===== src/rtl/osc_det_pkg.sv =====
package osc_det_pkg;

  typedef enum logic [1:0] {
    ST_IDLE  = 2'd0,
    ST_ARM   = 2'd1,
    ST_COUNT = 2'd2
  } meas_st_e;

  localparam int NUM_BANDS = 4;
  localparam int DATA_W    = 32;
  localparam int ADDR_W    = 2;
  localparam int CODE_W    = 2;

  localparam logic [ADDR_W-1:0] ADDR_CTRL = 2'd0;
  localparam logic [ADDR_W-1:0] ADDR_STAT = 2'd1;
  localparam logic [ADDR_W-1:0] ADDR_OSC  = 2'd2;

  localparam int START_BIT = 31;
  localparam logic [CODE_W-1:0] CODE_13M = 2'd0;

  // nominal count for a two-period window, per band
  function automatic int band_center(input int k);
    case (k)
      0:       return 732;
      1:       return 794;
      2:       return 1172;
      default: return 1587;
    endcase
  endfunction

  function automatic logic [CODE_W-1:0] band_code(input int k);
    case (k)
      0:       return 2'd2;
      1:       return 2'd0;
      2:       return 2'd1;
      default: return 2'd3;
    endcase
  endfunction

endpackage


===== src/rtl/osc_det_sync.sv =====
module osc_det_sync #(
  parameter int STAGES = 2
) (
  input  logic clk_i,
  input  logic rst_ni,
  input  logic async_i,
  output logic rise_o
);
  logic [STAGES-1:0] chain_q;
  logic              last_q;

  always_ff @(posedge clk_i or negedge rst_ni) begin
    if (!rst_ni) begin
      chain_q <= '0;
      last_q  <= 1'b0;
    end else begin
      chain_q <= {chain_q[STAGES-2:0], async_i};
      last_q  <= chain_q[STAGES-1];
    end
  end

  assign rise_o = chain_q[STAGES-1] & ~last_q;
endmodule


===== src/rtl/osc_det_meas.sv =====
module osc_det_meas
  import osc_det_pkg::*;
#(
  parameter int CNT_W = 16,
  parameter int WIN_W = 4
) (
  input  logic             clk_i,
  input  logic             rst_ni,
  input  logic             start_i,
  input  logic [WIN_W-1:0] win_i,
  input  logic             rise_i,
  output logic             busy_o,
  output logic             done_o,
  output logic [CNT_W-1:0] count_o,
  output logic [WIN_W-1:0] win_o
);
  localparam logic [CNT_W-1:0] CNT_MAX = '1;

  meas_st_e         state_q;
  logic [CNT_W-1:0] count_q;
  logic [WIN_W-1:0] edges_q;
  logic [WIN_W-1:0] win_q;
  logic             done_q;

  always_ff @(posedge clk_i or negedge rst_ni) begin
    if (!rst_ni) begin
      state_q <= ST_IDLE;
      count_q <= '0;
      edges_q <= '0;
      win_q   <= '0;
      done_q  <= 1'b0;
    end else begin
      done_q <= 1'b0;
      case (state_q)
        ST_IDLE: begin
          if (start_i) begin
            state_q <= ST_ARM;
            win_q   <= win_i;
            count_q <= '0;
          end
        end
        ST_ARM: begin
          if (rise_i) begin
            state_q <= ST_COUNT;
            edges_q <= '0;
          end
        end
        ST_COUNT: begin
          if (count_q != CNT_MAX) count_q <= count_q + 1'b1;
          if (rise_i) begin
            if (edges_q == win_q) begin
              state_q <= ST_IDLE;
              done_q  <= 1'b1;
            end else begin
              edges_q <= edges_q + 1'b1;
            end
          end
        end
        default: state_q <= ST_IDLE;
      endcase
    end
  end

  assign busy_o  = (state_q != ST_IDLE);
  assign done_o  = done_q;
  assign count_o = count_q;
  assign win_o   = win_q;
endmodule


===== src/rtl/osc_det_classify.sv =====
module osc_det_classify
  import osc_det_pkg::*;
#(
  parameter int CNT_W = 16,
  parameter int WIN_W = 4,
  parameter int TOL   = 3
) (
  input  logic [CNT_W-1:0]  count_i,
  input  logic [WIN_W-1:0]  win_i,
  output logic              hit_o,
  output logic [CODE_W-1:0] code_o
);
  localparam int PW = CNT_W + WIN_W + 2;

  logic [NUM_BANDS-1:0] band_hit;
  logic [PW-1:0]        twice;

  assign twice = {{(PW-CNT_W-1){1'b0}}, count_i, 1'b0};

  for (genvar k = 0; k < NUM_BANDS; k++) begin : g_band
    localparam int CENTER = band_center(k);
    logic [PW-1:0] target;
    logic [PW-1:0] diff;
    assign target = PW'(CENTER) * (PW'(win_i) + PW'(1));
    assign diff   = (twice >= target) ? (twice - target) : (target - twice);
    assign band_hit[k] = (diff <= PW'(2 * TOL));
  end

  always_comb begin
    code_o = CODE_13M;
    for (int k = NUM_BANDS - 1; k >= 0; k--) begin
      if (band_hit[k]) code_o = band_code(k);
    end
  end

  assign hit_o = |band_hit;
endmodule


===== src/rtl/osc_det_regs.sv =====
module osc_det_regs
  import osc_det_pkg::*;
#(
  parameter int CNT_W    = 16,
  parameter int WIN_W    = 4,
  parameter int CODE_LSB = 2
) (
  input  logic              clk_i,
  input  logic              rst_ni,
  input  logic              wr_en_i,
  input  logic [ADDR_W-1:0] addr_i,
  input  logic [DATA_W-1:0] wdata_i,
  input  logic              busy_i,
  input  logic              done_i,
  input  logic              hit_i,
  input  logic [CODE_W-1:0] class_code_i,
  input  logic [CNT_W-1:0]  count_i,
  input  logic [WIN_W-1:0]  win_i,
  output logic              start_o,
  output logic [WIN_W-1:0]  win_wr_o,
  output logic [DATA_W-1:0] rdata_o,
  output logic [CODE_W-1:0] code_o,
  output logic              valid_o
);
  localparam logic [DATA_W-1:0] OSC_RST = '0;

  logic [DATA_W-1:0] osc_q;
  logic              valid_q;

  assign start_o  = wr_en_i && (addr_i == ADDR_CTRL) && wdata_i[START_BIT];
  assign win_wr_o = wdata_i[WIN_W-1:0];

  always_ff @(posedge clk_i or negedge rst_ni) begin
    if (!rst_ni) begin
      osc_q   <= OSC_RST;
      valid_q <= 1'b0;
    end else begin
      if (wr_en_i && (addr_i == ADDR_OSC)) osc_q <= wdata_i;
      if (done_i) begin
        valid_q <= hit_i;
        if (hit_i) osc_q[CODE_LSB +: CODE_W] <= class_code_i;
      end
    end
  end

  always_comb begin
    case (addr_i)
      ADDR_CTRL: rdata_o = {{(DATA_W-WIN_W){1'b0}}, win_i};
      ADDR_STAT: rdata_o = {busy_i, valid_q, {(DATA_W-2-CNT_W){1'b0}}, count_i};
      ADDR_OSC:  rdata_o = osc_q;
      default:   rdata_o = '0;
    endcase
  end

  assign code_o  = osc_q[CODE_LSB +: CODE_W];
  assign valid_o = valid_q;
endmodule


===== src/rtl/osc_freq_detect.sv =====
module osc_freq_detect
  import osc_det_pkg::*;
#(
  parameter int CNT_W       = 16,
  parameter int WIN_W       = 4,
  parameter int TOL         = 3,
  parameter int SYNC_STAGES = 2,
  parameter int CODE_LSB    = 2
) (
  input  logic        clk_i,
  input  logic        rst_ni,
  input  logic        ref_clk_i,
  input  logic        wr_en_i,
  input  logic [1:0]  addr_i,
  input  logic [31:0] wdata_i,
  output logic [31:0] rdata_o,
  output logic        busy_o,
  output logic [1:0]  freq_code_o,
  output logic        code_valid_o
);
  logic              ref_rise;
  logic              start;
  logic [WIN_W-1:0]  win_wr;
  logic              meas_busy;
  logic              meas_done;
  logic [CNT_W-1:0]  meas_count;
  logic [WIN_W-1:0]  meas_win;
  logic              class_hit;
  logic [CODE_W-1:0] class_code;

  osc_det_sync #(.STAGES(SYNC_STAGES)) u_sync (
    .clk_i  (clk_i),
    .rst_ni (rst_ni),
    .async_i(ref_clk_i),
    .rise_o (ref_rise)
  );

  osc_det_meas #(.CNT_W(CNT_W), .WIN_W(WIN_W)) u_meas (
    .clk_i  (clk_i),
    .rst_ni (rst_ni),
    .start_i(start),
    .win_i  (win_wr),
    .rise_i (ref_rise),
    .busy_o (meas_busy),
    .done_o (meas_done),
    .count_o(meas_count),
    .win_o  (meas_win)
  );

  osc_det_classify #(.CNT_W(CNT_W), .WIN_W(WIN_W), .TOL(TOL)) u_class (
    .count_i(meas_count),
    .win_i  (meas_win),
    .hit_o  (class_hit),
    .code_o (class_code)
  );

  osc_det_regs #(.CNT_W(CNT_W), .WIN_W(WIN_W), .CODE_LSB(CODE_LSB)) u_regs (
    .clk_i       (clk_i),
    .rst_ni      (rst_ni),
    .wr_en_i     (wr_en_i),
    .addr_i      (addr_i),
    .wdata_i     (wdata_i),
    .busy_i      (meas_busy),
    .done_i      (meas_done),
    .hit_i       (class_hit),
    .class_code_i(class_code),
    .count_i     (meas_count),
    .win_i       (meas_win),
    .start_o     (start),
    .win_wr_o    (win_wr),
    .rdata_o     (rdata_o),
    .code_o      (freq_code_o),
    .valid_o     (code_valid_o)
  );

  assign busy_o = meas_busy;
endmodule


===== config.mk =====
export PLATFORM = sky130hd
export DESIGN_NAME = osc_freq_detect
export DESIGN_NICKNAME = d
export VERILOG_FILES = /design/src/rtl/osc_det_pkg.sv /design/src/rtl/osc_det_sync.sv /design/src/rtl/osc_det_meas.sv /design/src/rtl/osc_det_classify.sv /design/src/rtl/osc_det_regs.sv /design/src/rtl/osc_freq_detect.sv
export SDC_FILE = /design/constraint.sdc
export NUM_CORES = 1
export LEC_CHECK = 0
export ABC_AREA = 1
export BUFFER_PORTS_ARGS = -buffer_cell sky130_fd_sc_hd__buf_2
export CORE_ASPECT_RATIO = 1.2
export CORE_MARGIN = 4
export CORE_UTILIZATION = 50
export DETAILED_ROUTE_END_ITERATION = 8
export PLACE_DENSITY = 0.67
export REMOVE_ABC_BUFFERS = 1
export SYNTH_ARGS = -nofsm -noshare
export SYNTH_HDL_FRONTEND = slang
export SYNTH_SLANG_ARGS = --single-unit

===== constraint.sdc =====
create_clock -name clk_i -period 13.9 [get_ports clk_i]
set_input_delay 3.475 -clock clk_i [delete_from_list [all_inputs] [get_ports clk_i]]
set_output_delay 3.475 -clock clk_i [all_outputs]
set_load 0.05 [all_outputs]

---- Word level (Yosys, flattened, before mapping) ----
Index checks and enable logic that the tools add are counted.
word-level totals
  register bits after elaboration ......... 63
  bits in latches ......................... 0
  RAM bits ................................ 0
  ROM bits ................................ 0
  bits of input ports ..................... 38
  output and inout bits ................... 36
  memories ................................ 0
cells by class
  add/sub/neg operators ................... 11
  $mul .................................... 4
  divide/modulo/power cells ............... 0
  magnitude comparators ................... 8
  eq/ne operators ......................... 12
  shift-type cells ........................ 0
  muxes and demuxes ....................... 27
  bitwise gates (word level) .............. 2
  reduce and logical (&&, ||, !) cells .... 13
operators by type and width
  kind                                                                               number
  32-bit one-hot mux with 3 select lines                                             1
  17-bit by 22-bit greater-or-equal comparator with 1-bit output                     4
  22-bit by 3-bit less-or-equal comparator with 1-bit output, second input constant  4
  22-bit 2-to-1 mux                                                                  4
  17-bit by 22-bit subtractor with 22-bit output                                     4
  22-bit by 17-bit subtractor with 22-bit output                                     4
  16-bit 2-to-1 mux                                                                  2
  16-bit one-hot mux with 2 select lines                                             1
  11-bit by 22-bit multiplier with 22-bit output, first input constant               1
  9-bit by 22-bit multiplier with 20-bit output, first input constant                1
  9-bit by 22-bit multiplier with 21-bit output, first input constant                1
  2-bit 2-to-1 mux                                                                   10
  16-bit by 1-bit adder with 16-bit output, second input constant                    1
  4-bit 2-to-1 mux                                                                   4
  16-bit inequality test, second input constant                                      1
  8-bit by 5-bit multiplier with 13-bit output, first input constant                 1
  2-bit inequality test, second input constant                                       4
  4-bit one-hot mux with 2 select lines                                              1
  4-bit AND reduction                                                                2
  2-bit one-hot mux with 3 select lines                                              1
  2-bit nonzero test                                                                 3
  4-bit by 1-bit adder with 5-bit output, second input constant                      1
  4-bit by 1-bit adder with 4-bit output, second input constant                      1
  2-bit by 1-bit equality test with 1-bit output, second input constant              2
  other kinds (11)                                                                   18

---- Logic depth before layout (Yosys ltp) ----
Gate-level depths: netlist of run 1.
  word-level depth ........................ 11
  depth in mapped cells ................... 44

---- Modules after synthesis ----
Synthesis of run 1 repeated with hierarchy kept, for this count alone.
second synthesis, totals
  cells, all modules ...................... 2175
  area total of the unflattened synthesis .. 13025.0 um^2
by module, submodules not included
  module            instances  cells each  area each (um^2)  seq. area each (um^2)
  osc_det_classify  1          1740        9698.1            0.0
  osc_det_regs      1          218         1649.1            825.8
  osc_det_meas      1          212         1592.8            675.6
  osc_det_sync      1          5           85.1              75.1

---- Worst setup path after synthesis of run 1 ----
OpenSTA, ideal clock, no wires.
  path kind ............................... input port to output port
  start point ............................. input addr_i[1]
  end point ............................... output rdata_o[10]
  arrival ................................. 4941 ps
  data required time ...................... 10425 ps
  path slack .............................. 5484 ps
  stages .................................. 4
  path buffers ............................ 1
  path through ............................ inv_1 nand2_1 clkbuf_1 o21ai_0
between the ends
  longest elaborated chain between the ends .. 2
  elaborated cells between the ends (all ways) .. 4
RTL lines
  what                                         line                   source
  start, declared                              osc_freq_detect.sv:14  input logic [1:0] addr_i,
  2-bit equality test (tied with other cells)  osc_det_regs.sv:47     case (addr_i)
  32-bit one-hot mux with 3 select lines (*)   osc_det_regs.sv:47
  end, declared                                osc_freq_detect.sv:16  output logic [31:0] rdata_o,
Mark *: on every way between the ends. The rest lies on a longest branch, timed or not.

---- Worst setup path in the final report of run 1 ----
  start point ............................. input addr_i[1]
  end point ............................... output rdata_o[2]
The elaborated chain is that of the path after synthesis.

==> results_tabular.tex, run 1 <==
\begin{tabular}{lr}
\hline
Metric & Value \\
\hline
\multicolumn{2}{l}{\textbf{Status}} \\
Status & complete, no violations \\
\multicolumn{2}{l}{\textbf{Die}} \\
Number of top-level pins & 74 \\
Area of the core & 28840 µm² \\
Die Height & between 150 and 200 µm \\
Floorplan die area & approximately 32000 µm² \\
Initial core utilization & 50.72\% \\
Die W & 164.2 µm \\
Count of standard-cell rows & 68 \\
\multicolumn{2}{l}{\textbf{STA}} \\
Number of hold-slack violations in the final timing report & 0 \\
Slew @ Worst Pin & 795.4 ps \\
Worst Skew & 5.203 ps \\
Post-route worst hold slack & $\sim$350 ps \\
Final period utilization & 58.76\% \\
Maximum clock frequency & 0.1224 GHz \\
Unrepaired setup endpoints after global routing & false \\
Pins over their slew limit & 0 \\
Setup Total Neg Slack & 0 ps \\
Final critical-path required period & 8168 ps \\
Final-report setup violation count & 0 \\
Headroom to the max-slew limit & 46.97\% \\
\multicolumn{2}{l}{\textbf{Routing}} \\
Antenna Nets Post-Route & 0 \\
Routed via count & 15890 \\
Number of vias per cell & 5.320 \\
Routed wire length per instance & between 15 and 20 µm \\
Routed WL & 48.56 mm \\
Detailed Route Iter0 Violations & between 1000 and 1500 \\
Remaining DRCs & 0 \\
Pre-Repair DR Iteration Count & 9 \\
\multicolumn{2}{l}{\textbf{Clock network}} \\
CTS HTree Levels & 3 \\
Deepest clock path buffer count & 2 \\
TritonCTS clock tree & built \\
Clock tree root driver cell & sky130\_fd\_sc\_hd\_\_clkbuf\_16 \\
Later-pin clock latency in the skew report & 330 ps \\
Clock transition at the register clock pins on the worst setup and hold paths after CTS & 60 ps \\
Number of buffers added to fix hold violations after cts & 0 \\
Number of clock sinks & 63 \\
Number of buffers added by the clock tree synthesis step & 9 \\
Post-cts gate resize count & 0 \\
Number of buffers inserted to repair setup after CTS & 0 \\
\multicolumn{2}{l}{\textbf{Logic synthesis}} \\
Synth cell types & between 50 and 60 \\
Number of flops mapped to enable cells by yosys & 0 \\
YS warnings & 0 \\
Cells taking the most area after synthesis & sky130\_fd\_sc\_hd\_\_nand2\_1, sky130\_fd\_sc\_hd\_\_ha\_1, sky130\_fd\_sc\_hd\_\_inv\_1 \\
Fraction of the yosys area taken by sequential cells & between 10\% and 20\% \\
Synth Area per Inst & roughly 5.7 µm² \\
Synthesized area & 14630 µm² \\
Total of flip-flops plus latches after synthesis & 63 \\
Share of synthesized flip-flops with an asynchronous set or reset & 100.0\% \\
Largest area contributor in the netlist & sky130\_fd\_sc\_hd\_\_nand2\_1 \\
Post-synth top area share & a little under a quarter \\
Most used DFF post-synth & sky130\_fd\_sc\_hd\_\_dfrtp\_1 \\
Post-Synthesis Cells & 2555 \\
\multicolumn{2}{l}{\textbf{Critical path}} \\
Largest stage delay on the critical path & 300 ps \\
Chain of cells forming the critical path & buf\_2 > inv\_1 > nor2\_1 > buf\_4 > inv\_1 > o221ai\_1 > buf\_2 \\
Critical register-to-register path endpoint & u\_regs.osc\_q[3] \\
Type of the setup path with the least slack & input port to primary output \\
Worst-path fanout max & 19 \\
Data required, critical path & 10430 ps \\
CP Launch Type & input port \\
Critical Path Sink Type & primary output \\
Kind of cell with the highest combined delay on the critical path & buffers and inverters \\
Critical R2R Launch & u\_meas.win\_o[1] \\
Setup slack of the worst register-to-register path & $\sim$6100 ps \\
Total buffers and inverters traversed by the critical path & 5 \\
Depth of the most critical reg-to-reg path & 35 \\
Crit path depth & 7 \\
Slowest-stage cell, CP & sky130\_fd\_sc\_hd\_\_buf\_2 \\
Worst path arrival time & 4690 ps \\
\multicolumn{2}{l}{\textbf{Final layout}} \\
Share of post-route cells with drive strength above 1 & 7.272\% \\
Number of nets in the finished design & $\sim$2800 \\
Cell area after layout & roughly 16000 µm² \\
Layout area overhead & 6.226\% \\
Area used by sequential logic in the layout & around 1600 µm² \\
Total of fill cells in the finished design & 3026 \\
Area of the multi-input gates & between 10000 and 15000 µm² \\
\multicolumn{2}{l}{\textbf{Global routing}} \\
Initial antenna violation count & 2 \\
Global-route wire length before repair & 76.74 mm \\
Busiest layer in global routing & met2 \\
Leftover overflow at the end of global routing & 0 \\
Global-route track usage on met2 & between 50\% and 60\% \\
Largest net degree at the start of global routing & 64 \\
Met3 Use GR & 3.905\% \\
Global-route met1 utilization & 39.26\% \\
Vias in the first global route & 14890 \\
All-Layer GR Usage & 29.83\% \\
\multicolumn{2}{l}{\textbf{Hold path}} \\
Cell count of the worst hold path & 0 \\
Type of the worst min-delay path & register to register \\
Hold Startpoint & u\_sync.chain\_q[0] \\
Hold worst-path end & u\_sync.chain\_q[1] \\
\multicolumn{2}{l}{\textbf{Placement}} \\
Placer Congestion & slightly below 1 \\
Port Buf Inserts & between 70 and 80 \\
Total placed instance area & about 15000 µm² \\
Placed wire-length estimate after detailed placement & 39.56 mm \\
\multicolumn{2}{l}{\textbf{Job}} \\
Count of max-cap constraint violations & 0 \\
\hline
\end{tabular}
==> worst max-delay path by stage <==
stage / endpoint / slack [ps] / startpoint
global placement: rdata_o[2] / 5760 / addr_i[1]
CTS: rdata_o[2] / 5720 / addr_i[0]
finish: rdata_o[2] / 5730 / addr_i[1]
global route: u_regs.osc_q[3] / 5500 / u_meas.win_o[1]
detailed placement: rdata_o[2] / 5730 / addr_i[1]
floorplan: rdata_o[2] / 5050 / addr_i[1]
==> per-layer routing <==
metal | wire [µm] | vias up
met1 | 20970 | 7197
li1 | - | 7995
met3 | 3274 | 98
met4 | 1684 | 2
met5 | 8 | -
met2 | 22610 | 594
==> registers in the layout, summed over array words and instances (netlist names) <==
signal / flops
u_meas.count_o: 16
u_meas.done_o: 1
u_meas.edges_q: 4
u_meas.state_q: 2
u_meas.win_o: 4
u_regs.osc_q: 32
u_regs.valid_o: 1
u_sync.chain_q: 2
u_sync.last_q: 1
==> cells in the final DEF (no fill, tap or decap), types with 5 or more instances in the layout <==
| cell type | instances |
|---|---|
| sky130_fd_sc_hd__inv_2 | 17 |
| sky130_fd_sc_hd__o31ai_1 | 6 |
| sky130_fd_sc_hd__buf_4 | 7 |
| sky130_fd_sc_hd__inv_1 | 457 |
| sky130_fd_sc_hd__and2_1 | 5 |
| sky130_fd_sc_hd__o21bai_1 | 14 |
| sky130_fd_sc_hd__nand4_1 | 41 |
| sky130_fd_sc_hd__xnor2_1 | 7 |
| sky130_fd_sc_hd__dfrtp_1 | 63 |
| sky130_fd_sc_hd__fa_1 | 17 |
| sky130_fd_sc_hd__nor2_4 | 5 |
| sky130_fd_sc_hd__ha_1 | 189 |
| sky130_fd_sc_hd__nand3_1 | 155 |
| sky130_fd_sc_hd__nand2_2 | 19 |
| sky130_fd_sc_hd__mux2_2 | 14 |
| sky130_fd_sc_hd__buf_2 | 73 |
| sky130_fd_sc_hd__nor2_2 | 16 |
| sky130_fd_sc_hd__xor2_1 | 83 |
| sky130_fd_sc_hd__clkbuf_16 | 9 |
| sky130_fd_sc_hd__o21ai_0 | 91 |
| sky130_fd_sc_hd__a21oi_1 | 133 |
| sky130_fd_sc_hd__nand2_1 | 884 |
| sky130_fd_sc_hd__nand3b_1 | 10 |
| sky130_fd_sc_hd__nor2_1 | 218 |
| sky130_fd_sc_hd__nor3_1 | 15 |
==> layout make-up <==
| type | count | area share, % |
|---|---|---|
| Sequential cell | 63 | 10.14 |
| Clock buffer | 9 | 1.449 |
| Antenna cell | 2 | 0.03220 |
| Inverter | 477 | 11.54 |
| Timing Repair Buffer | 80 | 2.689 |
| Multi-Input combinational cell | 1963 | 70.44 |
| Clock inverter | 7 | 0.6119 |
| Tap cell | 385 | 3.100 |
==> worst reg2reg max path: cells and delay by family (launching register included) <==
kind | cells | cell delay [ps]
AOI/OAI and AO/OA | 10 | 1800
xor gates and xnor gates | 2 | 830
adders and majority gates | 6 | 2360
buffers and inverters | 6 | 650
DFF | 1 | 750
and+or+nand+nor | 11 | 1370
==> stage by stage <==
step | utilization, % | setup slack (ps) | cells
after floorplan | - | 5052 | 2503
after global placement | 52.75 | 5764 | 2968
after detailed placement | 52.75 | 5727 | 2968
after CTS | 53.87 | 5721 | 2984
after global routing | 53.87 | 5499 | 2984
final | 53.88 | 5732 | 2986
==> synth_stat cells (2+ instances only) <==
cell type / count
sky130_fd_sc_hd__and2_1: 5
sky130_fd_sc_hd__a21oi_2: 3
sky130_fd_sc_hd__buf_6: 9
sky130_fd_sc_hd__nand4_1: 41
sky130_fd_sc_hd__inv_1: 457
sky130_fd_sc_hd__o21bai_1: 14
sky130_fd_sc_hd__a21boi_0: 2
sky130_fd_sc_hd__nor2_4: 5
sky130_fd_sc_hd__xor2_1: 83
sky130_fd_sc_hd__fa_1: 17
sky130_fd_sc_hd__nor3_1: 15
sky130_fd_sc_hd__dfrtp_1: 63
sky130_fd_sc_hd__buf_2: 22
sky130_fd_sc_hd__o21ai_0: 91
sky130_fd_sc_hd__inv_2: 17
sky130_fd_sc_hd__nand3b_1: 10
sky130_fd_sc_hd__o211ai_1: 4
sky130_fd_sc_hd__o21ai_1: 4
sky130_fd_sc_hd__o31ai_1: 6
sky130_fd_sc_hd__nor2_1: 218
sky130_fd_sc_hd__nor2_2: 16
sky130_fd_sc_hd__nand3_2: 2
sky130_fd_sc_hd__nand3_1: 155
sky130_fd_sc_hd__a21oi_1: 133
sky130_fd_sc_hd__xnor2_1: 7
sky130_fd_sc_hd__a21o_1: 3
sky130_fd_sc_hd__clkinv_1: 2
sky130_fd_sc_hd__clkbuf_1: 11
sky130_fd_sc_hd__clkbuf_2: 4
sky130_fd_sc_hd__or2_2: 3
sky130_fd_sc_hd__nor4_1: 2
sky130_fd_sc_hd__mux2_2: 14
sky130_fd_sc_hd__a21oi_4: 3
sky130_fd_sc_hd__ha_1: 189
sky130_fd_sc_hd__nand3_4: 4
sky130_fd_sc_hd__buf_4: 5
sky130_fd_sc_hd__nand2_2: 19
sky130_fd_sc_hd__nand2_1: 884
==> cells by family (layout without fill, tap and decap cells) <==
family,after synthesis,after routing,share of synthesized area [%]
buffers and inverters,529,573,14.40
adder cells (fa/ha/maj),206,206,18.49
multiplexers,14,14,1.078
XOR/XNOR,90,90,5.388
other,0,2,0
AO/OA/AOI/OAI,270,270,10.25
AND/OR/NAND/NOR,1383,1383,39.62
flip-flops,63,63,10.78
Power of run 1 is not shown: default switching activity piles up to over one toggle a cycle in this logic, so the estimate is an artifact.
==> run 2: changes to the inputs <==
Clock period 13.9 ns to 8.5 ns, I/O delays scaled along.
==> run 2 against run 1 <==
Compared with the run above: non-clock buffer count rose by 5; critical path depth up 32; cell count increased by 0.10%; largest cell class unchanged.
==> results_tabular.tex, run 2 (synthesis gave the netlist of run 1 again) <==
\begin{tabular}{lr}
\hline
Metric & Value \\
\hline
\multicolumn{2}{l}{\textbf{Routing}} \\
Detailed Route Iter0 Violations & 1201 \\
Routed via count & around 16000 \\
Pre-Repair DR Iteration Count & 6 \\
Routed WL & 48.65 mm \\
Remaining DRCs & 0 \\
Number of vias per cell & between 5 and 6 \\
Routed wire length per instance & 16.28 µm \\
Antenna Nets Post-Route & 0 \\
\multicolumn{2}{l}{\textbf{Global routing}} \\
Vias in the first global route & 14760 \\
Largest net degree at the start of global routing & 64 \\
Leftover overflow at the end of global routing & 0 \\
Global-route wire length before repair & between 70 and 80 mm \\
All-Layer GR Usage & between 20\% and 30\% \\
Initial antenna violation count & 0 \\
\multicolumn{2}{l}{\textbf{Die}} \\
Floorplan die area & about 32000 µm² \\
Area of the core & between 20000 and 30000 µm² \\
Count of standard-cell rows & 68 \\
Die W & around 160 µm \\
Number of top-level pins & 74 \\
Die Height & 195.4 µm \\
Initial core utilization & 50.72\% \\
\multicolumn{2}{l}{\textbf{Critical path}} \\
Most used cell along the critical path & sky130\_fd\_sc\_hd\_\_nand2\_1 \\
Start point of the critical path & u\_meas.win\_o[0] \\
Worst path arrival time & 7800 ps \\
Critical Path Sink Type & register \\
Worst-path fanout max & 24 \\
Slowest-stage cell, CP & sky130\_fd\_sc\_hd\_\_dfrtp\_1 \\
Critical R2R Launch & u\_meas.win\_o[0] \\
Largest stage delay on the critical path & 600 ps \\
Type of the setup path with the least slack & register to register \\
CP Launch Type & register \\
Data required, critical path & 8720 ps \\
\multicolumn{2}{l}{\textbf{STA}} \\
Worst Skew & 6.543 ps \\
Number of hold-slack violations in the final timing report & 0 \\
Post-route worst hold slack & around 360 ps \\
Maximum clock frequency & 0.1321 GHz \\
Unrepaired setup endpoints after global routing & false \\
Final critical-path required period & between 7000 and 8000 ps \\
Slew @ Worst Pin & 870.1 ps \\
Final-report setup violation count & 0 \\
Setup Total Neg Slack & 0 ps \\
Pins over their slew limit & 0 \\
Headroom to the max-slew limit & 41.38\% \\
Final period utilization & 89.09\% \\
\multicolumn{2}{l}{\textbf{Final layout}} \\
Most flop-heavy register & u\_regs.osc\_q \\
ANT cells & 0 \\
Max FFs per register & 32 \\
Most common cell after layout, fill and taps aside & sky130\_fd\_sc\_hd\_\_nand2\_1 \\
Number of nets in the finished design & about 2800 \\
Commonest non-fill, non-tap cells in the layout & sky130\_fd\_sc\_hd\_\_nand2\_1, sky130\_fd\_sc\_hd\_\_inv\_1, sky130\_fd\_sc\_hd\_\_nor2\_1 \\
Layout area overhead & 6.859\% \\
Share of post-route cells with drive strength above 1 & 7.450\% \\
\multicolumn{2}{l}{\textbf{Clock network}} \\
Later-pin clock latency in the skew report & 340 ps \\
Number of buffers added by the clock tree synthesis step & 9 \\
Number of buffers inserted to repair setup after CTS & 0 \\
Number of buffers added to fix hold violations after cts & 0 \\
Post-cts gate resize count & 0 \\
Clock transition at the register clock pins on the worst setup and hold paths after CTS & roughly 50 ps \\
CTS HTree Levels & 3 \\
TritonCTS clock tree & built \\
Clock tree root driver cell & sky130\_fd\_sc\_hd\_\_clkbuf\_16 \\
Deepest clock path buffer count & 2 \\
Number of clock sinks & 63 \\
\multicolumn{2}{l}{\textbf{Status}} \\
Status & complete, no violations \\
\multicolumn{2}{l}{\textbf{Job}} \\
Count of max-cap constraint violations & 0 \\
\multicolumn{2}{l}{\textbf{Hold path}} \\
Type of the worst min-delay path & register to register \\
Hold Startpoint & u\_sync.chain\_q[0] \\
\multicolumn{2}{l}{\textbf{Placement}} \\
Placed wire-length estimate after detailed placement & about 40 mm \\
Placer Congestion & $\sim$1 \\
Port Buf Inserts & 73 \\
\hline
\end{tabular}
run 2: cell count changes in the layout (fill, tap and decap cells not counted), sizes merged:
cell / change
clkinv: -3
clkbuf: +2
diode: -2
inv: -1
bufinv: +2
buf: +5
run 2: area by class of cell:
cell class                      instances  area [µm²]
Multi-Input combinational cell       1963       10950
Fill cell                            3038       13210
Inverter                              477        1793
Clock inverter                          5       127.6
Timing Repair Buffer                   85       455.4
Sequential cell                        63        1577
Clock buffer                           11       252.7
Tap cell                              385       481.7
run 2: final timing paths:
check | end | slack (ps) | depth (start not counted)
worst min register to register | u_sync.chain_q[1] | 360 | 0
worst min-delay path | u_sync.chain_q[1] | 360 | 0
min in group asynchronous | u_regs.osc_q[26] | 1940 | 2
max in group asynchronous | u_regs.osc_q[12] | 6020 | 2
worst max-delay path | u_regs.osc_q[3] | 930 | 39
worst max register to register | u_regs.osc_q[3] | 930 | 39
run 2: stage by stage:
step                setup WS (ps)  utilization (%)  instances  cell area (µm²)
floorplan                    1933                -       2503            14320
global placement             1214            52.88       2973            15250
detailed placement           1071            52.88       2973            15250
CTS                          1021            54.20       2989            15630
global route                237.8            54.20       2989            15630
finish                      927.2            54.20       2989            15630
run 2: routing by layer:
layer	wire length (µm)	vias up	global-route usage [%]
li1	-	8001	-
met1	20820	7126	38.38
met2	22470	536	49.62
met3	3051	123	3.420
met4	2310	0	12.06
met5	0	-	0
run 2: worst max-delay path, delay by kind of cell, from the launching register on:
| family | cells | cell delay, ps |
|---|---|---|
| compound gates | 8 | 1430 |
| flops | 1 | 600 |
| buf+inv | 7 | 920 |
| xor+xnor | 2 | 770 |
| simple gates | 16 | 1470 |
| fa+ha+maj | 6 | 2240 |
Power of run 2 is left out for the same reason.
==> run 3: changes to the inputs <==
Settings changed: BUFFER_PORTS_ARGS -buffer_cell sky130_fd_sc_hd__buf_2 to -buffer_cell sky130_fd_sc_hd__clkbuf_2, GPL_ROUTABILITY_DRIVEN from default to 0.
==> run 3 against run 2 <==
Compared with the run above: setup slack worse by 27 ps; cell area is 0.78% lower; hold slack got worse by 7.1 ps; via count grew 1.7%; sequential share of layout area increased by 0.080 points; critical endpoint unchanged; largest cell class unchanged.
==> results_tabular.tex, run 3 (synthesis gave the netlist of run 1 again) <==
\begin{tabular}{lr}
\hline
Metric & Value \\
\hline
\multicolumn{2}{l}{\textbf{Status}} \\
Status & complete, no violations \\
\multicolumn{2}{l}{\textbf{Critical path}} \\
Type of the setup path with the least slack & register to register \\
Largest stage delay on the critical path & about 600 ps \\
CP Launch Type & register \\
Data required, critical path & 8720 ps \\
Worst path arrival time & 7820 ps \\
Most used cell along the critical path & sky130\_fd\_sc\_hd\_\_nand2\_1 \\
Critical Path Sink Type & register \\
Slowest-stage cell, CP & sky130\_fd\_sc\_hd\_\_xor2\_1 \\
Worst-path fanout max & 24 \\
\multicolumn{2}{l}{\textbf{Global routing}} \\
Leftover overflow at the end of global routing & 0 \\
Largest net degree at the start of global routing & 64 \\
All-Layer GR Usage & 29.09\% \\
Vias in the first global route & 14970 \\
Global-route wire length before repair & 75.44 mm \\
Initial antenna violation count & 0 \\
\multicolumn{2}{l}{\textbf{Die}} \\
Die Height & between 150 and 200 µm \\
Number of top-level pins & 74 \\
Die W & $\sim$160 µm \\
Count of standard-cell rows & 68 \\
Floorplan die area & about 32000 µm² \\
Area of the core & $\sim$29000 µm² \\
Initial core utilization & between 50\% and 60\% \\
\multicolumn{2}{l}{\textbf{Clock network}} \\
TritonCTS clock tree & built \\
Number of clock sinks & 63 \\
Later-pin clock latency in the skew report & 330 ps \\
Number of buffers added by the clock tree synthesis step & 9 \\
Clock transition at the register clock pins on the worst setup and hold paths after CTS & approximately 50 ps \\
Clock tree root driver cell & sky130\_fd\_sc\_hd\_\_clkbuf\_16 \\
Post-cts gate resize count & 0 \\
Number of buffers inserted to repair setup after CTS & 0 \\
CTS HTree Levels & 3 \\
Deepest clock path buffer count & 2 \\
Number of buffers added to fix hold violations after cts & 0 \\
\multicolumn{2}{l}{\textbf{STA}} \\
Number of hold-slack violations in the final timing report & 0 \\
Pins over their slew limit & 0 \\
Unrepaired setup endpoints after global routing & false \\
Worst-case setup margin in the final layout & 900.1 ps \\
Worst Skew & 6.829 ps \\
Final period utilization & 89.41\% \\
Setup Total Neg Slack & 0 ps \\
Maximum clock frequency & 0.1316 GHz \\
Slew @ Worst Pin & 795.4 ps \\
Final-report setup violation count & 0 \\
Headroom to the max-slew limit & 46.97\% \\
Final critical-path required period & 7600 ps \\
\multicolumn{2}{l}{\textbf{Final layout}} \\
Share of post-route cells with drive strength above 1 & 7.157\% \\
ANT cells & 0 \\
Most flop-heavy register & u\_regs.osc\_q \\
Utilization after layout & 53.78\% \\
Number of nets in the finished design & 2840 \\
Most common cell after layout, fill and taps aside & sky130\_fd\_sc\_hd\_\_nand2\_1 \\
Commonest non-fill, non-tap cells in the layout & sky130\_fd\_sc\_hd\_\_nand2\_1, sky130\_fd\_sc\_hd\_\_inv\_1, sky130\_fd\_sc\_hd\_\_nor2\_1 \\
Max FFs per register & 32 \\
Layout area overhead & 6.021\% \\
\multicolumn{2}{l}{\textbf{Placement}} \\
Placed wire-length estimate after detailed placement & 39.00 mm \\
Port Buf Inserts & 73 \\
Dpl ws & between 900 and 1000 ps \\
\multicolumn{2}{l}{\textbf{Routing}} \\
Routed WL & 47.63 mm \\
Routed wire length per instance & 15.96 µm \\
Number of vias per cell & 5.379 \\
Detailed Route Iter0 Violations & 1188 \\
Pre-Repair DR Iteration Count & 7 \\
Routed via count & 16050 \\
Remaining DRCs & 0 \\
Antenna Nets Post-Route & 0 \\
\multicolumn{2}{l}{\textbf{Job}} \\
Count of max-cap constraint violations & 0 \\
\multicolumn{2}{l}{\textbf{Hold path}} \\
Type of the worst min-delay path & register to register \\
\hline
\end{tabular}
[run 3: changes by cell type in the layout (fill, tap and decap cells not counted)]
| cell | delta |
|---|---|
| sky130_fd_sc_hd__clkbuf_2 | +72 |
| sky130_fd_sc_hd__clkbuf_8 | -1 |
| sky130_fd_sc_hd__buf_2 | -72 |
| sky130_fd_sc_hd__clkinvlp_4 | -1 |
| sky130_fd_sc_hd__clkbuf_1 | +3 |
| sky130_fd_sc_hd__buf_4 | -3 |
| sky130_fd_sc_hd__bufinv_16 | -3 |
[run 3: layout make-up]
cell class                 count  area [µm²]
clock buffer                  13       250.2
timing repair buffer          82       432.9
fill                        3033       13330
multi-input combinational   1963       10950
sequential                    63        1577
clock inverter                 1       30.03
tap                          385       481.7
inverter                     477        1793
[run 3: path summary, 6_finish.rpt]
path / startpoint / end / slack, ps / depth (start not counted)
min in group asynchronous: rst_ni / u_regs.osc_q[31] / 1960 / 2
min: u_sync.chain_q[0] / u_sync.chain_q[1] / 350 / 0
max: u_meas.win_o[0] / u_regs.osc_q[3] / 900 / 39
max in group asynchronous: rst_ni / u_meas.count_o[10] / 6010 / 2
min reg2reg: u_sync.chain_q[0] / u_sync.chain_q[1] / 350 / 0
max reg2reg: u_meas.win_o[0] / u_regs.osc_q[3] / 900 / 39
[run 3: through the flow]
step	hold slack, ps	area, µm²	cells
CTS	352.6	15510	2984
finish	350.5	15510	2984
detailed placement	341.3	15230	2970
global route	352.5	15510	2984
floorplan	331.2	14320	2503
global placement	337.9	15230	2970
[run 3: metal layers]
layer  up-vias  global-route usage (%)  routed length (µm)  share of wire [%]
li1       8011                       -                   -                  -
met1      7235                   37.91               19740                 41
met2       694                   49.39               22380                 47
met3       111                   2.449                3486                7.3
met4         0                   11.68                2027                4.3
met5         -                       0                   0                  0
[run 3: critical path: cells and delay by family, from the launching register on]
family	cells	cell delay (ps)
xor gates and xnor gates	2	790
AOI/OAI and AO/OA	8	1450
DFF	1	570
adders and majority gates	6	2250
and+or+nand+nor	16	1500
buffers and inverters	7	930
Power of run 3 is left out for the same reason.
